===== config.mk =====
export PLATFORM = sky130hd
export DESIGN_NAME = epc_position
export DESIGN_NICKNAME = d
export VERILOG_FILES = /design/src/rtl/epc_position.sv
export SDC_FILE = /design/constraint.sdc
export NUM_CORES = 1
export LEC_CHECK = 0
export BUFFER_PORTS_ARGS = -buffer_cell sky130_fd_sc_hd__buf_2
export CORE_AREA = 2 2 39 41
export DETAILED_ROUTE_END_ITERATION = 6
export DIE_AREA = 0 0 41 43
export PLACE_DENSITY = 0.39
export SLEW_MARGIN = 20
export SYNTH_ARGS = -nofsm -noshare
export SYNTH_HDL_FRONTEND = slang
export SYNTH_SLANG_ARGS = --single-unit

===== constraint.sdc =====
create_clock -name clk -period 1.2 [get_ports clk]
set_input_delay 0.06 -clock clk [delete_from_list [all_inputs] [get_ports clk]]
set_output_delay 0.06 -clock clk [all_outputs]
set_load 0.02 [all_outputs]

===== src/rtl/epc_position.sv =====
module epc_position #(
  parameter int FRAME_LEN = 8
) (
  input  logic clk,
  input  logic rst,
  input  logic sync_i,
  input  logic valid_i,
  output logic take_o,
  output logic last_o
);
  localparam int POS_W = (FRAME_LEN > 2) ? $clog2(FRAME_LEN) : 1;
  localparam logic [POS_W-1:0] LAST_POS = POS_W'(FRAME_LEN - 1);

  logic             armed_q;
  logic [POS_W-1:0] pos_q;

  assign take_o = armed_q & valid_i & ~sync_i;
  assign last_o = take_o & (pos_q == LAST_POS);

  always_ff @(posedge clk) begin
    if (rst) begin
      armed_q <= 1'b0;
      pos_q   <= '0;
    end else if (sync_i) begin
      armed_q <= 1'b1;
      pos_q   <= '0;
    end else if (take_o) begin
      if (pos_q == LAST_POS) begin
        armed_q <= 1'b0;
        pos_q   <= '0;
      end else begin
        pos_q <= pos_q + POS_W'(1);
      end
    end
  end

  // A sync always leaves the counter armed at position zero.
  assert_sync_restart_R2: assert property (@(posedge clk) disable iff (rst)
    sync_i |=> (armed_q && pos_q == '0));
  // After the final bit, nothing is accepted until a new sync.
  assert_disarm_after_frame_R7: assert property (@(posedge clk) disable iff (rst)
    (last_o && !sync_i) |=> !armed_q);
  // A sync together with a valid bit never consumes the bit.
  assert_sync_priority_R9: assert property (@(posedge clk) disable iff (rst)
    (sync_i && valid_i) |-> !take_o);
endmodule


==> results of run 1 <==
[metrics by stage]
| stage | util | setup WS (ns) | TNS [ns] |
|---|---|---|---|
| after floorplan | - | 0.1860 | 0 |
| after global placement | 0.1881 | 0.1293 | 0 |
| after detailed placement | 0.1881 | 0.1158 | 0 |
| after CTS | 0.2315 | -0.02911 | -0.02911 |
| after global routing | 0.2324 | -0.09658 | -0.09658 |
| final | 0.2324 | -0.03471 | -0.03471 |
[synth_stat cells]
cell	instances
a21bo_2	3
or2_1	1
a21boi_1	1
nand4bb_1	1
a21oi_1	3
nand2_1	1
ha_1	2
nor3b_2	1
nor2_1	1
dfxtp_1	4
nand3_1	2
o21ba_1	1
[cell type report]
class                      instances  area (um^2)  share of cell area
tap                               16        20.02             0.06226
sequential                         4        83.83              0.2607
multi-input combinational         17        160.2              0.4981
timing repair buffer               6        35.03              0.1089
clock buffer                       3        22.52             0.07004
[worst max path at each step]
stage	slack, ns	to	cells past startpoint
2_1_floorplan	0.19	pos_q[0]$_SDFFE_PP0P_	4
3_5_place_dp	0.12	pos_q[0]$_SDFFE_PP0P_	4
6_report	-0.03	last_o	4
4_1_cts	-0.03	last_o	4
5_1_grt	-0.1	last_o	4
3_3_place_gp	0.13	pos_q[0]$_SDFFE_PP0P_	4
[kinds of logic after synthesis]
kind of cell    share of synthesized area
compound gates                     0.2907
fa+ha+maj                          0.1163
flops                              0.3721
simple gates                       0.2209
[repair_timing]
| item | in CTS | in global routing |
|---|---|---|
| buffers inserted | 1 | 0 |
| pin swaps | 1 | 0 |
| gates resized for setup | 7 | 1 |
| setup endpoints to repair | 1 | 1 |
| endpoints found under the hold margin | 0 | 0 |
[where the power goes]
group          switching, W  internal [W]  total (W)
clock             0.0000526      0.000112   0.000164
sequential       0.00000590      0.000138   0.000144
combinational     0.0000140     0.0000135  0.0000274
total             0.0000724      0.000263   0.000336
[flip-flops by register name, indices dropped and copies added (netlist names)]
name	count
pos_q	3
armed_q	1
[per-layer routing]
metal,up-vias,routed length (um)
li1,97,-
met1,83,212
met2,10,238
met3,0,60
met4,0,0
met5,-,0
==> results.yml, run 1 <==
critical_path:
  cpMaxStageDelayCell: "dfxtp_2"
  cp_data_arrival_time_ns: 1.17
  cp_max_fo: 3
  critical_path_buf_inv_count: 1
  criticalPathCategory: "flop to output pin"
  rrSetupSlack_ns: 0.15
  rr_endpoint: "pos_q[0]$_SDFFE_PP0P_"
  endpoint_kind: "output pin"
  slowest_delay_ns: 0.33
  cp_top_family: "flip-flops"
  cp.required_ns: 1.14
  crit_top_cell: "ha_4"
  path_cells: "ha_4 > ha_4 > nor3b_2 > buf_4"
  worstSetupStartpoint: "pos_q[1]$_SDFFE_PP0P_"
  r2r_start: "pos_q[1]$_SDFFE_PP0P_"
  r2r_cells: 4
  critPathLaunchType: "flop"
min_path:
  hp-start: "rst"
  hold_depth: 2
  hold_class: "input port to flop"
  min_delay_worst_endpoint: "armed_q$_SDFFE_PP0P_"
power:
  p_per_area_mw_per_mm2: 1044
  vdd_drop_max_v: 0.0006288
  leakage_nw: 0.1259
  power_w: 0.0003356
layout:
  nets: 38
  num_antenna_cells: 0
  stdcell_area_um2: 321.6
  area_delta_synth_final_pct: 49.42
  mostFrequentLayoutCells: "4 x buf_2, 3 x a21bo_2, 3 x a21oi_1, 3 x dfxtp_2, 3 x clkbuf_4"
  drive_above_1_share: 0.6000
  final_cells: 46
  layout_commonest_cell: "buf_2"
  fill_cells: 162
sta:
  hold_violations: 0
  slew_headroom: 0.9048
  clock_skew_ns: 0.006147
  worst_pin_slew_ns: 0.1428
  finalCritPeriodShare: 1.029
  rsz0062_at_grt: "yes"
  period_minus_slack_ns: 1.235
  fin_ws_ns: -0.03471
  setup_violations: 1
  fmax_mhz: 809.9
  hold_ws_ns: 0.08402
  maxSlewViolCount: 0
clock_network:
  clkSinkCount: 4
  holdBufCountCts: 0
  cts_buffers: 3
  path_clk_slew_ns: 0.04
  cts_tree: "built"
  h-tree-depth: 1
  cts_buffer_depth: 2
  clock_latency_ns: 0.23
  root_buffer: "clkbuf_4"
yosys:
  synth_cells: 21
  ys_seq_area_frac: 0.3721
  synth_top_area_share: 0.3721
  synthesis.nets: 27
  yosysWarnings: 0
  synth-seq-cells: 4
  synth_area_leaders: "dfxtp_1 37%, a21bo_2 14%, ha_1 12%"
  syn_area_um2: 215.2
  yosys.area.top_type: "dfxtp_1"
  syn_avg_cell_area_um2: 10.25
  yosys.cell_types.count: 12
route:
  route.detailed.drc: 0
  viasPerCell: 4.130
  drtIter0Drc: 2
  wl_per_cell_um: 11.09
  firstDrtPassIters: 2
  vias: 190
  ant_nets: 0
  drt-total-wl_um: 510
die:
  die_y_um: 43
  die_w_um: 41
  ios: 6
  rows: 14
  coreArea_mm2: 0.001384
  die-area_mm2: 0.001763
  start_util: 0.1555
global_routing:
  grt_overflow: 0
  grt_max_degree: 9
  grtUsageTotal: 0.07236
  globalRouteMet2Util: 0.09375
  grt_antenna_before_repair: 0
  grtUsageMet3: 0.06806
  grt_util_met1: 0.08387
  grt_pass1_wl_um: 793
  grt_pass1_vias: 171
  globalRoute.busiestLayer: "met2"
run_status:
  violations: "negative setup slack"
  status: "finished with violations"
place:
  dp_hpwl_um: 314
  gp_congestion: 0.6089
  dp_cells: 42
  io_buffers: 5
  post_dp_cell_area_um2: 260.3
flow_run:
  drv_cap: 0
(Power assumes the default switching activity.)
==> inputs of run 2 (changes only) <==
PLACE_DENSITY = 0.42   (was 0.39)
==> run 2 against run 1 <==
The run still ends with negative setup slack left. Die area is the same. Fmax grew 1.1%. Clock skew shrank 0.0033 ns. Hold slack lost 0.0022 ns. Global-route usage shrank 0.32 points. Via count shrank 5.3%. Flip-flop and latch count is the same. Sequential share of layout area grew 0.62 points. Sequential power is essentially flat. Critical path depth is the same. Clock power shrank 4%.
==> results.yml, run 2 (same netlist as run 1, synthesis figures left out) <==
route:
  wl_met1_um: 206
  route.met2.wl_um: 148
  wl_met3_um: 48
  viasPerCell: 4.000
  wl_per_cell_um: 9.111
  vias: 180
  route.detailed.drc: 0
  drtIter0Drc: 5
  dr.max_layer_used: "met4"
  drt-total-wl_um: 410
  ant_nets: 0
  firstDrtPassIters: 2
place:
  io_buffers: 5
  gp_congestion: 0.6582
  dp_cells: 42
  dp_hpwl_um: 303.1
sta:
  worst_pin_slew_ns: 0.1404
  clock_skew_ns: 0.002850
  maxSlewViolCount: 0
  rsz0062_at_grt: "yes"
  setup_violations: 1
  finalCritPeriodShare: 1.017
  hold_violations: 0
  slew_headroom: 0.9064
  final.setup.tns_ns: -0.02073
  fmax_mhz: 819.2
  period_minus_slack_ns: 1.221
  fin_ws_ns: -0.02073
clock_network:
  clkSinkCount: 4
  cts_tree: "built"
  cts_buffer_depth: 2
  holdBufCountCts: 0
  h-tree-depth: 1
  postCtsSetupBuffers: 0
  path_clk_slew_ns: 0.04
  clock_latency_ns: 0.23
  root_buffer: "clkbuf_4"
  cts_buffers: 3
power:
  pwr-share-seq: 0.439
  p_clk_frac: 0.483
  netSwitchingFraction: 0.2018
  p_per_area_mw_per_mm2: 1043
  netSwitchingPower_w: 0.00006612
  vdd_drop_max_v: 0.0009178
  cell_internal_pwr_w: 0.0002615
  combPwrFrac: 0.078
  power_w: 0.0003276
  leakage_nw: 0.1205
layout:
  largest_reg_flops: 3
  mostFrequentLayoutCells: "4 x buf_2, 3 x a21bo_2, 3 x a21oi_1, 3 x dfxtp_2, 3 x clkbuf_4"
  drive_above_1_share: 0.5862
  layout_commonest_cell: "buf_2"
  area_delta_synth_final_pct: 45.93
  final_cells: 45
  top_register: "pos_q"
  nets: 37
  num_antenna_cells: 0
  top_regs: "pos_q x3, armed_q x1"
global_routing:
  grt_overflow: 0
  grt_pass1_vias: 178
  grtUsageTotal: 0.06921
  grt_pass1_wl_um: 752
  grt_max_degree: 9
  grt_antenna_before_repair: 0
critical_path:
  critPathLaunchType: "flop"
  endpoint_kind: "output pin"
  cp_data_arrival_time_ns: 1.16
  cp.required_ns: 1.14
  cp_max_fo: 3
  criticalPathCategory: "flop to output pin"
  rrSetupSlack_ns: 0.20
die:
  rows: 14
  die_y_um: 43
  die-area_mm2: 0.001763
  die_w_um: 41
  coreArea_mm2: 0.001384
  start_util: 0.1555
  ios: 6
min_path:
  hold_class: "input port to flop"
run_status:
  violations: "negative setup slack"
  status: "finished with violations"
flow_run:
  drv_cap: 0
run 2: changes by cell type in the layout (fill, tap and decap cells not counted), sizes merged:
| cell | before | now |
|---|---|---|
| buf | 6 | 5 |
run 2: critical path, stage by stage, from the launching register on:
cell and delay [ns]:
dfxtp_2 0.33, ha_4 0.16, ha_4 0.15, nor3b_2 0.14
buf_4 0.15
run 2: cell type report:
class                   instances  area [um^2]
flip-flops and latches          4        83.83
fillers                       151         1070
well taps                      16        20.02
clock buffers                   3        22.52
multi-input cells              17        160.2
repair buffers                  5        27.53
run 2: timing repair:
item	4_1_cts	5_1_grt
gates cloned	0	0
endpoints found under the hold margin	0	0
pin swaps	1	0
gates resized for setup	7	1
endpoints found under the setup margin	1	2
run 2: metal layers:
metal | track usage | up-vias
li1 | - | 94
met1 | 0.08974 | 76
met2 | 0.07188 | 8
met3 | 0.07853 | 2
met4 | 0.02000 | 0
met5 | 0 | -
run 2: final timing paths:
kind	from	end	cells past startpoint
worst max-delay path	pos_q[0]$_SDFFE_PP0P_	last_o	4
worst min-delay path	rst	armed_q$_SDFFE_PP0P_	2
worst max register to register	pos_q[0]$_SDFFE_PP0P_	pos_q[0]$_SDFFE_PP0P_	4
worst min register to register	armed_q$_SDFFE_PP0P_	pos_q[1]$_SDFFE_PP0P_	2
run 2: power groups by stage:
stage	Combinational (W)	Clock, W	Sequential, W
5_1_grt	0.0000291	0.000178	0.000145
3_3_place_gp	0.0000245	0	0.000144
6_report	0.0000254	0.000158	0.000144
2_1_floorplan	0.0000129	0	0.000143
4_1_cts	0.0000254	0.000167	0.000143
3_5_place_dp	0.0000250	0	0.000145
run 2: through the flow:
step	setup slack, ns	hold slack [ns]	utilization	area [um^2]
floorplan	0.1860	0.1711	-	215.2
global placement	0.1315	0.3243	0.1881	260.3
detailed placement	0.1173	0.3257	0.1881	260.3
CTS	-0.02857	0.08338	0.2260	312.8
global route	-0.07632	0.09405	0.2269	314.1
finish	-0.02073	0.08184	0.2269	314.1
==> inputs of run 3 (changes only) <==
==> constraint.sdc (replaced) <==
create_clock -name clk -period 1.2 [get_ports clk]
set_input_delay 0 -clock clk [delete_from_list [all_inputs] [get_ports clk]]
set_output_delay 0 -clock clk [all_outputs]
set_load 0.02 [all_outputs]
==> run 3 against run 2 <==
The run now ends clean. Hold slack got worse by 0.060 ns. Combinational power about the same. Global-route usage is 0.30 points lower. Cell count rose by 2.2%. Critical path type unchanged. Sequential power is essentially flat.
==> results.yml, run 3 (same netlist as run 1, synthesis figures left out) <==
layout:
  seq_area_um2: 83.83
  fill_cells: 154
  drive_above_1_share: 0.6000
  mostFrequentLayoutCells: "4 x buf_2, 3 x a21bo_2, 3 x a21oi_1, 3 x dfxtp_2, 3 x clkbuf_4"
  area_delta_synth_final_pct: 49.42
  layout_commonest_cell: "buf_2"
  top_regs: "pos_q x3, armed_q x1"
  top_register: "pos_q"
  final_core_util: 0.2324
  nets: 38
  num_antenna_cells: 0
  largest_reg_flops: 3
  multi_input_area_um2: 160.2
die:
  rows: 14
  start_util: 0.1555
  die_y_um: 43
  ios: 6
  die-area_mm2: 0.001763
  coreArea_mm2: 0.001384
  die_w_um: 41
critical_path:
  cp.required_ns: 1.20
  path_cells: "ha_4 > ha_4 > nor3b_2 > buf_4"
  cp_data_arrival_time_ns: 1.16
  criticalPathCategory: "flop to output pin"
  crit_top_cell: "ha_4"
  cp_max_fo: 3
  slowest_delay_ns: 0.33
  endpoint_kind: "output pin"
  critical_path_buf_inv_count: 1
  critPathLaunchType: "flop"
  cpMaxStageDelayCell: "dfxtp_2"
  cp_top_family: "flip-flops"
sta:
  fmax_mhz: 863.6
  finalCritPeriodShare: 0.9650
  worst_pin_slew_ns: 0.1401
  setup_violations: 0
  hold_violations: 0
  fin_ws_ns: 0.04202
  final.setup.tns_ns: 0
  clock_skew_ns: 0.002850
  period_minus_slack_ns: 1.158
  maxSlewViolCount: 0
  slew_headroom: 0.9066
  rsz0062_at_grt: "yes"
route:
  firstDrtPassIters: 2
  ant_nets: 0
  vias: 184
  drtIter0Drc: 5
  drt-total-wl_um: 419
  wl_per_cell_um: 9.109
  route.detailed.drc: 0
  viasPerCell: 4.000
clock_network:
  h-tree-depth: 1
  cts_buffers: 3
  cts_buffer_depth: 2
  root_buffer: "clkbuf_4"
  clkSinkCount: 4
  path_clk_slew_ns: 0.04
  cts_tree: "built"
  clock_latency_ns: 0.23
power:
  cell_internal_pwr_w: 0.0002615
  leakage_nw: 0.1259
  power_w: 0.0003278
  p_per_area_mw_per_mm2: 1019
  pwr-share-seq: 0.439
  p_clk_frac: 0.483
  netSwitchingPower_w: 0.00006624
  combPwrFrac: 0.078
  vdd_drop_max_v: 0.0009182
  netSwitchingFraction: 0.2021
run_status:
  status: "completed"
global_routing:
  grt_antenna_before_repair: 0
  grt_max_degree: 9
  grt_overflow: 0
  grt_pass1_wl_um: 724
  grt_pass1_vias: 174
  grtUsageTotal: 0.06620
place:
  pre_cts_ws_ns: 0.1173
  io_buffers: 5
  gp_congestion: 0.6582
  dp_hpwl_um: 303.1
flow_run:
  drv_cap: 0
min_path:
  hold_class: "input port to flop"
run 3: metrics by stage:
stage | instances | instance area, um^2 | hold slack [ns]
floorplan | 21 | 215.2 | 0.05105
global placement | 42 | 260.3 | 0.2643
detailed placement | 42 | 260.3 | 0.2657
CTS | 45 | 301.5 | 0.02338
global route | 46 | 321.6 | 0.03405
finish | 46 | 321.6 | 0.02184
run 3: what timing repair did:
item | 4_1_cts | 5_1_grt
buffers inserted | 0 | 1
hold buffers | 0 | 0
pin swaps | 0 | 1
resized for setup | 5 | 3
setup endpoints to repair | 1 | 1
run 3: cell type report:
class / instances / area share
tap: 16 / 0.06226
sequential: 4 / 0.2607
multi-input combinational: 17 / 0.4981
clock buffer: 3 / 0.07004
timing repair buffer: 6 / 0.1089
run 3: worst reg2reg max path, stage by stage, from the launching register on:
cell and delay, ns:
dfxtp_2 0.33, ha_4 0.16, ha_4 0.15, buf_4 0.12
nand4bb_1 0.17, a21oi_1 0.12
run 3: final timing paths:
kind | slack (ns) | end | start | depth (start not counted)
setup / recovery | 0.04 | last_o | pos_q[0]$_SDFFE_PP0P_ | 4
hold / removal | 0.02 | armed_q$_SDFFE_PP0P_ | rst | 2
setup reg to reg | 0.08 | pos_q[0]$_SDFFE_PP0P_ | pos_q[0]$_SDFFE_PP0P_ | 5
hold reg to reg | 0.52 | pos_q[1]$_SDFFE_PP0P_ | armed_q$_SDFFE_PP0P_ | 2
run 3: power groups by stage:
stage	Clock (W)	Combinational, W	Sequential, W
2_1_floorplan	0	0.0000129	0.000143
3_3_place_gp	0	0.0000245	0.000144
3_5_place_dp	0	0.0000250	0.000145
4_1_cts	0.000167	0.0000252	0.000143
5_1_grt	0.000178	0.0000291	0.000145
6_report	0.000158	0.0000255	0.000144
run 3: layer usage:
layer / part of all wire / track usage
met1: 0.50 / 0.09295
met2: 0.36 / 0.05938
met3: 0.11 / 0.07853
met4: 0.014 / 0.02000
met5: 0 / 0
